$ cat src/rtl/xfc_pkg.sv
// Shared types for the software flow controller.
package xfc_pkg;

    // Result of comparing one received character with the control set.
    typedef struct packed {
        logic on_hit;   // matched an enabled resume character
        logic off_hit;  // matched an enabled stop character
    } xfc_hit_t;

endpackage

$ cat src/rtl/xfc_rx_match.sv
// Compares each strobed received character with the resume and stop
// characters of the sets enabled in the receive mask, and removes matched
// characters from the forwarded stream.
// Assumes: rx_data is valid only when rx_valid is high.
module xfc_rx_match #(
    parameter int W    = 8,
    parameter int NSET = 2
) (
    input  logic [NSET-1:0]   rx_mask,
    input  logic [NSET*W-1:0] xon_chars,
    input  logic [NSET*W-1:0] xoff_chars,
    input  logic              rx_valid,
    input  logic [W-1:0]      rx_data,
    output xfc_pkg::xfc_hit_t hit,
    output logic              pass_valid,
    output logic [W-1:0]      pass_data
);
    logic [NSET-1:0] on_k;
    logic [NSET-1:0] off_k;

    // One comparator pair for each character set.
    for (genvar k = 0; k < NSET; k++) begin : g_set
        assign on_k[k]  = rx_mask[k] && (rx_data == xon_chars[k*W +: W]);
        assign off_k[k] = rx_mask[k] && (rx_data == xoff_chars[k*W +: W]);
    end

    // Combine the per-set results and gate the forwarded strobe.
    always_comb begin
        hit.on_hit  = rx_valid && (|on_k);
        hit.off_hit = rx_valid && (|off_k);
        pass_valid  = rx_valid && !(|on_k) && !(|off_k);
        pass_data   = rx_data;
    end
endmodule

$ cat src/rtl/xfc_halt_gate.sv
// Keeps the remote-requested halt and passes it to the transmitter only at
// character boundaries (cycles where tx_busy is low).
// Assumes: a stop match takes precedence over a resume match in the same cycle.
module xfc_halt_gate (
    input  logic              clk,
    input  logic              rst_n,
    input  logic              rx_enabled,
    input  xfc_pkg::xfc_hit_t hit,
    input  logic              tx_busy,
    output logic              hold_core
);
    logic halt_q;

    // Track the halt requested by the far end.
    always_ff @(posedge clk) begin
        if (!rst_n)              halt_q <= 1'b0;
        else if (!rx_enabled)    halt_q <= 1'b0;
        else if (hit.off_hit)    halt_q <= 1'b1;
        else if (hit.on_hit)     halt_q <= 1'b0;
    end

    // Copy the halt to the transmitter only between characters.
    always_ff @(posedge clk) begin
        if (!rst_n)        hold_core <= 1'b0;
        else if (!tx_busy) hold_core <= halt_q;
    end
endmodule

$ cat src/rtl/xfc_irq.sv
// Special-character interrupt flag: set by a stop match, cleared by a host
// read of the interrupt identification. It has no effect on transmission.
module xfc_irq (
    input  logic              clk,
    input  logic              rst_n,
    input  xfc_pkg::xfc_hit_t hit,
    input  logic              iir_rd,
    output logic              int_flag
);
    // A set in the same cycle as a read takes priority.
    always_ff @(posedge clk) begin
        if (!rst_n)           int_flag <= 1'b0;
        else if (hit.off_hit) int_flag <= 1'b1;
        else if (iir_rd)      int_flag <= 1'b0;
    end
endmodule

$ cat src/rtl/xfc_ins_seq.sv
// Decides when to send stop and resume characters, and holds them in a
// small queue that the transmitter drains at character boundaries.
// Assumes: ins_ack pulses for one cycle only while ins_req is high.
module xfc_ins_seq #(
    parameter int W    = 8,
    parameter int NSET = 2
) (
    input  logic              clk,
    input  logic              rst_n,
    input  logic [NSET-1:0]   tx_mask,
    input  logic [NSET*W-1:0] xon_chars,
    input  logic [NSET*W-1:0] xoff_chars,
    input  logic              stop_req,
    input  logic              tx_busy,
    input  logic              ins_ack,
    output logic              ins_req,
    output logic [W-1:0]      ins_data,
    output logic              ins_pend,
    output logic              xoff_out
);
    localparam int CW = $clog2(NSET + 1);

    logic [W-1:0]    q [NSET];
    logic [CW-1:0]   q_cnt;
    logic [NSET-1:0] sent_mask;
    logic            empty;
    logic            want_off;
    logic            want_on;
    logic [NSET-1:0] ld_mask;
    logic [NSET*W-1:0] ld_chars;
    logic [W-1:0]    ld_q [NSET];
    logic [CW-1:0]   ld_cnt;

    assign empty    = (q_cnt == '0);
    assign ins_pend = !empty;
    assign ins_req  = !empty && !tx_busy;
    assign ins_data = q[0];

    // Decide whether a stop or a resume must be queued this cycle.
    always_comb begin
        want_off = empty && !xoff_out && (|tx_mask) && stop_req;
        want_on  = empty && xoff_out && (!stop_req || (tx_mask == '0));
        ld_mask  = want_off ? tx_mask : sent_mask;
        ld_chars = want_off ? xoff_chars : xon_chars;
    end

    // Pack the characters of the selected sets, lowest set first.
    always_comb begin
        ld_cnt = '0;
        for (int i = 0; i < NSET; i++) ld_q[i] = '0;
        for (int k = 0; k < NSET; k++) begin
            if (ld_mask[k]) begin
                ld_q[ld_cnt] = ld_chars[k*W +: W];
                ld_cnt       = ld_cnt + 1'b1;
            end
        end
    end

    // Queue storage: load when empty, shift on acknowledge.
    always_ff @(posedge clk) begin
        if (!rst_n) begin
            q_cnt <= '0;
            for (int i = 0; i < NSET; i++) q[i] <= '0;
        end else if (want_off || want_on) begin
            q_cnt <= ld_cnt;
            for (int i = 0; i < NSET; i++) q[i] <= ld_q[i];
        end else if (ins_ack && !empty) begin
            q_cnt <= q_cnt - 1'b1;
            for (int i = 0; i < NSET - 1; i++) q[i] <= q[i+1];
            q[NSET-1] <= '0;
        end
    end

    // Remember that a stop was sent, and which sets it used.
    always_ff @(posedge clk) begin
        if (!rst_n) begin
            xoff_out  <= 1'b0;
            sent_mask <= '0;
        end else if (want_off) begin
            xoff_out  <= 1'b1;
            sent_mask <= tx_mask;
        end else if (want_on) begin
            xoff_out  <= 1'b0;
        end
    end
endmodule

$ cat src/rtl/xonxoff_flow_ctrl.sv
// Top of the in-band software flow controller. It connects the receive
// matcher, the boundary-aligned halt gate, the interrupt flag and the
// insert sequencer. A queued insert also holds data so that it goes first.
// Assumes: hardware flow control is disabled while this block is in use.
module xonxoff_flow_ctrl #(
    parameter int W    = 8,
    parameter int NSET = 2
) (
    input  logic              clk,
    input  logic              rst_n,
    input  logic [2*NSET-1:0] flow_en,
    input  logic [NSET*W-1:0] xon_chars,
    input  logic [NSET*W-1:0] xoff_chars,
    input  logic              rx_valid,
    input  logic [W-1:0]      rx_data,
    output logic              rx_pass_valid,
    output logic [W-1:0]      rx_pass_data,
    input  logic              rx_stop_req,
    input  logic              tx_busy,
    output logic              tx_hold,
    output logic              ins_req,
    output logic [W-1:0]      ins_data,
    input  logic              ins_ack,
    input  logic              iir_rd,
    output logic              int_flag
);
    logic [NSET-1:0]   rx_mask;
    logic [NSET-1:0]   tx_mask;
    xfc_pkg::xfc_hit_t hit;
    logic              hold_core;
    logic              ins_pend;
    logic              xoff_out;

    assign rx_mask = flow_en[2*NSET-1:NSET];
    assign tx_mask = flow_en[NSET-1:0];

    xfc_rx_match #(.W(W), .NSET(NSET)) u_match (
        .rx_mask    (rx_mask),
        .xon_chars  (xon_chars),
        .xoff_chars (xoff_chars),
        .rx_valid   (rx_valid),
        .rx_data    (rx_data),
        .hit        (hit),
        .pass_valid (rx_pass_valid),
        .pass_data  (rx_pass_data)
    );

    xfc_halt_gate u_gate (
        .clk        (clk),
        .rst_n      (rst_n),
        .rx_enabled (|rx_mask),
        .hit        (hit),
        .tx_busy    (tx_busy),
        .hold_core  (hold_core)
    );

    xfc_irq u_irq (
        .clk      (clk),
        .rst_n    (rst_n),
        .hit      (hit),
        .iir_rd   (iir_rd),
        .int_flag (int_flag)
    );

    xfc_ins_seq #(.W(W), .NSET(NSET)) u_seq (
        .clk        (clk),
        .rst_n      (rst_n),
        .tx_mask    (tx_mask),
        .xon_chars  (xon_chars),
        .xoff_chars (xoff_chars),
        .stop_req   (rx_stop_req),
        .tx_busy    (tx_busy),
        .ins_ack    (ins_ack),
        .ins_req    (ins_req),
        .ins_data   (ins_data),
        .ins_pend   (ins_pend),
        .xoff_out   (xoff_out)
    );

    // Data is held by a remote halt or by any pending insert.
    assign tx_hold = hold_core | ins_pend;
endmodule

$ cat config.mk
export PLATFORM = sky130hd
export DESIGN_NAME = xonxoff_flow_ctrl
export DESIGN_NICKNAME = d
export VERILOG_FILES = /design/src/rtl/xfc_pkg.sv /design/src/rtl/xfc_rx_match.sv /design/src/rtl/xfc_halt_gate.sv /design/src/rtl/xfc_irq.sv /design/src/rtl/xfc_ins_seq.sv /design/src/rtl/xonxoff_flow_ctrl.sv
export SDC_FILE = /design/constraint.sdc
export NUM_CORES = 1
export LEC_CHECK = 0
export BUFFER_PORTS_ARGS = -buffer_cell sky130_fd_sc_hd__clkbuf_2
export CAP_MARGIN = 40
export CELL_PAD_IN_SITES_DETAIL_PLACEMENT = 0
export CELL_PAD_IN_SITES_GLOBAL_PLACEMENT = 1
export CORE_MARGIN = 3
export CORE_UTILIZATION = 32
export CTS_CLUSTER_DIAMETER = 100
export DETAILED_ROUTE_END_ITERATION = 6
export PLACE_DENSITY_LB_ADDON = 0.08
export SYNTH_ARGS = -nofsm -noshare
export SYNTH_HDL_FRONTEND = slang
export SYNTH_SLANG_ARGS = --single-unit
$ cat constraint.sdc
create_clock -name clk -period 1.82 [get_ports clk]
set_input_delay 0.091 -clock clk [delete_from_list [all_inputs] [get_ports clk]]
set_output_delay 0.091 -clock clk [all_outputs]
set_load 0.005 [all_outputs]
==> impl_results.md, run 1 <==
* Syn. warnings at 0
* # diodes at 0
* P_leak at 1.03 nW
* Worst vdd ir at 0.000339 V
* Final hold viol count at 0
* DR iter-0 viols at 63
* Min-delay src: iir_rd
* DP Area at 0.00227 mm^2
* Final TNS setup at 0 ns
* CP Class: register to register
* Unrepaired setup endpoints after global routing: yes
* CTS sink count at 24
* CP endpoint kind: register
* Clk slew on worst S/H paths at 0.09 ns
* Via count at approximately 1600
* Die ar. at approximately 0.0066 mm^2
* Design area at 0.00254 mm^2
* Post-Syn Area at 0.00182 mm^2
* Startpoint Class: register
* DR WL/cell at around 15 um
* Synth cell types at 33
* Pre-Repair DR Iteration Count at 4
* Non-Filler Instances at approximately 350
* Crit-path max FO at 7
* Hold-critical path depth at 3
* Hold Crit Class: input port to register
* Max-slew violation count at 0
* Synth top area share at 26.4%
* Setup violators final at 0
* Worst-margin pin slew at 0.524 ns
* Total Wirelength at 5170 um
* Routability cong. at 0.779
* PwrDens at approximately 960 mW/mm^2
* Sequential share of the synthesized area at 35.2%
* PortBufs at 70
* Top cells by area, synth: edfxtp_1 26%, xnor2_1 15%, dfxtp_1 8.8%
* Syn_nets at between 200 and 300
* CTS HTree Levels at 1
* Ys flop type: edfxtp_1
* Worst slew margin relative to its limit at 64.8%
* Number of CTS-inserted buffers at 3
* Vias in the first global route at 1604
* Skew final at 0.00444 ns
* Ports at 71
* Yosys top cell by area: edfxtp_1
* CP Data Required Time at 1.96 ns
* Hold_buf cts at 0
* Reg-to-Reg End: u_seq.q[0][13]
* Multi-input gate area at 0.00109 mm^2
* Die W at 81.5 um
* Register area at about 640 um^2
* Min Tclk post-route at 1.81 ns
* CP arrival at 1.94 ns
* Die Y-Extent at ~80 um
* ANT nets after route at 0
* Initial antenna violation count at 0
* Fin crit share at between 90% and 100%
* Max_cap viols at 0
* Share of post-route cells with drive strength above 1 at 46.2%
* Vias per inst at about 4.7
* Fin nets at 329
* Critical path cell sequence: inv_2 > ha_4 > and3b_2 > nand2_2 > a21boi_4 > or3_4 > buf_6 > buf_4 > nor2_2
* Average size of a mapped cell at 8.80 um^2
* Placed Cells at 337
* Layout area overhead at 39.2%
* Fmax at 0.554 GHz
* Std cell rows at 26
* Worst Reg-to-Reg Cells at 9
* CP peak stage delay at 0.34 ns
* Clk buf depth at 2
* Clk Latency, worst-skew pair at 0.27 ns
* Worst hold slack at 0.0755 ns
* Post-synth EDFFs at 16
* Post-synth top cells: 32 x xnor2_1, 26 x nand2_1, 22 x nor2_1, 16 x buf_4, 16 x edfxtp_1
* Root Driver: clkbuf_8
* Largest net degree at the start of global routing at 21
* Initial Util at roughly 34%
* Worst R2R Start: u_seq.q_cnt[1]
* GRT Total Usage at 15.5%
* R2r setup slk at 0.01 ns
* Fill count at 523
* Status: complete, no violations
* First-pass GRT wire length at 7960 um
* TritonCTS clock tree: yes
* Core ar. at 0.00530 mm^2
* GR Overflow Total at 0
* Most frequent cell after synthesis: xnor2_1
* Synth async-reset ratio at 0%
* DP Wirelength at between 4000 and 5000 um
* Post-layout util at 47.8%
* #FFs+latches synth at 24
* Cell at the slowest stage of the critical path: or3_4
* DRC errors left at 0
* Terminating pin of the worst hold path: u_irq.int_flag
* Post-Syn Instances at 207
metal layers:
metal	track usage, %	vias to the layer above	part of all wire, %
met2	23.9	48	46
met5	0	-	0
li1	-	841	-
met3	3.07	5	5.4
met4	2.53	0	0.58
met1	22.5	739	48
power breakdown:
part | switching (mW) | total (mW) | internal (mW) | leakage [nW]
clock network | 0.181 | 0.475 | 0.294 | 0.0357
registers | 0.0569 | 0.818 | 0.761 | 0.241
logic | 0.548 | 1.14 | 0.591 | 0.755
kinds of logic after synthesis:
group / share of synthesized area (%)
and+or+nand+nor: 17.3
adders and majority gates: 1.37
buffers and inverters: 12.4
xor gates and xnor gates: 16.3
muxes: 4.95
DFF: 35.2
AOI/OAI and AO/OA: 12.5
worst max path at each step:
stage	startpoint	to	cells past startpoint
final	u_seq.q_cnt[1]	u_seq.q[0][13]	9
after global routing	u_seq.q_cnt[1]	u_seq.q[0][14]	8
after CTS	u_seq.q_cnt[1]	u_seq.q[0][13]	9
after detailed placement	u_seq.q_cnt[1]	u_seq.q[0][12]	9
after global placement	u_seq.q_cnt[1]	u_seq.q[0][0]	8
after floorplan	u_seq.q_cnt[1]	u_seq.q[0][2]	10
registers in the layout, summed over array words and instances (netlist names):
name	cells
u_irq.int_flag	1
u_gate.hold_core	1
u_seq.sent_mask	2
u_seq.xoff_out	1
u_seq.q	16
u_gate.halt_q	1
u_seq.q_cnt	2
cells in the final DEF, fill, tap and decap left out, types with 3 or more instances in the layout:
cell	netlist	final
mux2i_2	0	4
clkbuf_8	0	3
nand2b_1	4	4
buf_6	3	3
nand4_1	5	5
a31oi_1	8	3
o221ai_1	6	3
mux2i_1	9	5
a21oi_1	4	4
dfxtp_1	8	7
buf_12	0	3
nor2_1	22	19
xnor2_1	32	32
nand3_1	6	6
o221ai_2	2	5
nand2_1	26	24
buf_4	16	18
edfxtp_1	16	16
nor3_1	3	3
a31oi_2	0	3
clkbuf_2	0	70
o21ai_1	3	3
critical path, delay by kind of cell (launching register included):
kind | cells | cell delay (ns)
AND/OR/NAND/NOR | 4 | 0.72
buffers and inverters | 3 | 0.34
flip-flops | 1 | 0.33
AO/OA/AOI/OAI | 1 | 0.14
adder cells (fa/ha/maj) | 1 | 0.13
metrics by stage:
| step | total power, mW | setup WS, ns |
|---|---|---|
| 6_report | 2.43 | 0.0135 |
| 5_1_grt | 2.58 | -0.0575 |
| 4_1_cts | 2.34 | -0.0231 |
| 3_5_place_dp | 1.81 | -0.0440 |
| 3_3_place_gp | 1.80 | -0.0436 |
| 2_1_floorplan | 1.46 | -0.00617 |
what timing repair did:
item	4_1_cts	5_1_grt
gates resized for setup	12	18
gates cloned	1	2
buffers inserted	1	0
pin swaps	1	4
endpoints found under the setup margin	12	15
layout make-up:
type / instances / area share, %
multi-input cells: 146 / 42.9
clock inverters: 1 / 1.18
clock buffers: 3 / 1.63
flip-flops and latches: 24 / 25.3
inverters: 5 / 0.740
well taps: 70 / 3.45
repair buffers: 96 / 24.8
Power figures use the tool's default switching activity.
==> run 2: changes to the inputs <==
--- a/config.mk
+++ b/config.mk
@@ -9,7 +9,7 @@
 export CAP_MARGIN = 40
 export CELL_PAD_IN_SITES_DETAIL_PLACEMENT = 0
 export CELL_PAD_IN_SITES_GLOBAL_PLACEMENT = 1
-export CORE_MARGIN = 3
+export CORE_MARGIN = 5
 export CORE_UTILIZATION = 32
 export CTS_CLUSTER_DIAMETER = 100
 export DETAILED_ROUTE_END_ITERATION = 6
==> impl_results.md, run 2 (same netlist as run 1, synthesis figures left out) <==
* Hold Crit Class: input port to register
* TritonCTS clock tree: yes
* Fmax at 0.563 GHz (+1.8%)
* Layout area overhead at 30.8%
* Total Wirelength at 5340 um (+3.3%)
* Clk Latency, worst-skew pair at 0.27 ns (about the same)
* Share of post-route cells with drive strength above 1 at 41.9% (-4.3 points)
* Std cell rows at 27 (+3.8%)
* ANT nets after route at 0 (unchanged)
* WP depth at 8 (-1)
* Pre-CTS WS at 0.0114 ns (+0.0554 ns)
* Reg-to-Reg End: u_seq.q[0][7]
* CP peak stage delay at 0.35 ns (about the same)
* Worst R2R Start: u_seq.q_cnt[0]
* CP endpoint: u_seq.q[0][7]
* Clk buf depth at 2 (unchanged)
* Worst Reg-to-Reg Cells at 8 (-1)
* Status: complete, no violations
* Die ar. at 0.00730 mm^2 (+10%)
* Commonest cells after routing, fill and taps aside: 70 x clkbuf_2, 32 x xnor2_1, 24 x nand2_1, 22 x nor2_1, 16 x edfxtp_1
* Max_cap viols at 0 (unchanged)
* Fin nets at 319 (-3.0%)
* Vias in the first global route at 1625 (+1.3%)
* DP Wirelength at 4290 um (+4.6%)
* Worst vdd ir at 0.000484 V (+43%)
* Fin crit share at 97.5% (-1.7 points)
* Biggest regs: u_seq.q x16, u_seq.q_cnt x2, u_seq.sent_mask x2
* Skew final at 0.00533 ns (+0.000888 ns)
* Max-slew violation count at 0 (unchanged)
* DR iter-0 viols at 67 (+6.3%)
* GRT Total Usage at 14.1% (-1.4 points)
* Final Power at 2.31 mW (-5.0%)
* Max FFs per register at 16 (unchanged)
* Unrepaired setup endpoints after global routing: yes
* Number of CTS-inserted buffers at 3 (unchanged)
* Core ar. at 0.00551 mm^2 (+3.8%)
* CP arrival at 1.89 ns (-0.05 ns)
* CTS sink count at 24 (unchanged)
* Cell at the slowest stage of the critical path: or3_4
* DP Area at 0.00219 mm^2 (-3.4%)
* CP Data Required Time at 1.93 ns (-0.03 ns)
* Most common cell after layout, fill and taps aside: clkbuf_2
* Initial antenna violation count at 0 (unchanged)
* Critical path cell sequence: inv_2 > ha_4 > and3b_2 > nand2_2 > a21boi_4 > or3_4 > buf_8 > o221ai_1
* Design area at 0.00238 mm^2 (-6.0%)
* Ports at 71 (unchanged)
* PwrDens at 969 mW/mm^2 (+1.1%)
* GR Overflow Total at 0 (unchanged)
* Startpoint Class: register
* Setup violators final at 0 (unchanged)
* Reg with most FFs: u_seq.q
* P_leak at 0.972 nW (-5.7%)
* Pre-Repair DR Iteration Count at 4 (unchanged)
* Via count at 1601 (-2.0%)
* PortBufs at 70 (unchanged)
* Post-route setup slack at 0.0447 ns (+0.0312 ns)
* Crit. Startpoint: u_seq.q_cnt[0]
* Die W at 85.5 um (+4.9%)
* Buf+Inv Stages, Crit Path at 2 (-1)
* Largest net degree at the start of global routing at 25 (+19%)
* # diodes at 0 (unchanged)
* Root Driver: clkbuf_8
* First-pass GRT wire length at 7960 um (unchanged)
* R2r setup slk at 0.04 ns (+0.03 ns)
* CTS HTree Levels at 1 (unchanged)
* Min Tclk post-route at 1.78 ns (-0.0312 ns)
* Initial Util at 33.1% (-1.3 points)
* Die Y-Extent at 85.5 um (+4.9%)
* CP endpoint kind: register
* DR WL/cell at 15.8 um (+5.7%)
* Clk slew on worst S/H paths at 0.10 ns (about the same)
* DRC errors left at 0 (unchanged)
* CP Class: register to register
* Vias per inst at 4.75 (+0.37%)
* Worst slew margin relative to its limit at 72.9% (+8.1 points)
* Fill count at 560 (+7.1%)
* Crit-path max FO at 8 (+1)
* Routability cong. at 0.826 (+6.1%)
* Final hold viol count at 0 (unchanged)
* Worst-margin pin slew at 0.403 ns (-0.121 ns)
* Hold_buf cts at 0 (unchanged)
* CP delay by family, top: simple AND/OR/NAND/NOR gates
[run 2: cell count changes in the layout (fill, tap and decap cells not counted), sizes merged]
| cell | delta |
|---|---|
| buf | -9 |
| clkbuf | -1 |
[run 2: layer usage]
metal,global-route usage (%),wire (um)
met1,17.5,2350
met2,24.7,2690
met3,3.59,280
met4,2.30,25
met5,0,0
[run 2: how the worst min path moves through the flow]
stage	from	to	cells after the start
2_1_floorplan	tx_busy	ins_req	1
3_3_place_gp	iir_rd	u_irq.int_flag	3
3_5_place_dp	iir_rd	u_irq.int_flag	3
4_1_cts	iir_rd	u_irq.int_flag	3
5_1_grt	iir_rd	u_irq.int_flag	3
6_report	iir_rd	u_irq.int_flag	3
[run 2: stage by stage]
step / util [%] / hold slack (ns) / std cells / setup TNS, ns
2_1_floorplan: - / 0.213 / 207 / -0.0123
4_1_cts: 41.4 / 0.0759 / 334 / 0
6_report: 43.3 / 0.0757 / 337 / 0
5_1_grt: 43.3 / 0.0831 / 337 / -0.232
3_5_place_dp: 39.8 / 0.367 / 330 / 0
3_3_place_gp: 39.8 / 0.366 / 330 / -0.0104
[run 2: report_power, final]
group / total [mW] / switching (mW) / internal [mW] / leakage [nW]
Sequential: 0.824 / 0.0604 / 0.763 / 0.241
Combinational: 1.00 / 0.513 / 0.491 / 0.696
Clock: 0.484 / 0.190 / 0.294 / 0.0357
Total: 2.31 / 0.763 / 1.55 / 0.972
[run 2: worst min-delay path, cell delays in order]
cell and delay (ns):
clkbuf_2 0.07, nand2b_1 0.08, a21oi_1 0.06
[run 2: repair_timing]
item | CTS | global route
gates cloned | 0 | 2
endpoints found under the hold margin | 0 | 0
resized for setup | 2 | 18
setup buffers | 0 | 1
pin swaps | 0 | 1
endpoints found under the setup margin | 2 | 16
[run 2: final cells by class]
type	instances	area, um^2	area share (%)
clock buffers	3	41.3	1.73
clock inverters	1	30.0	1.26
inverters	5	18.8	0.787
multi-input cells	146	1040	43.5
flip-flops and latches	24	643	27.0
well taps	72	90.1	3.78
repair buffers	86	524	22.0
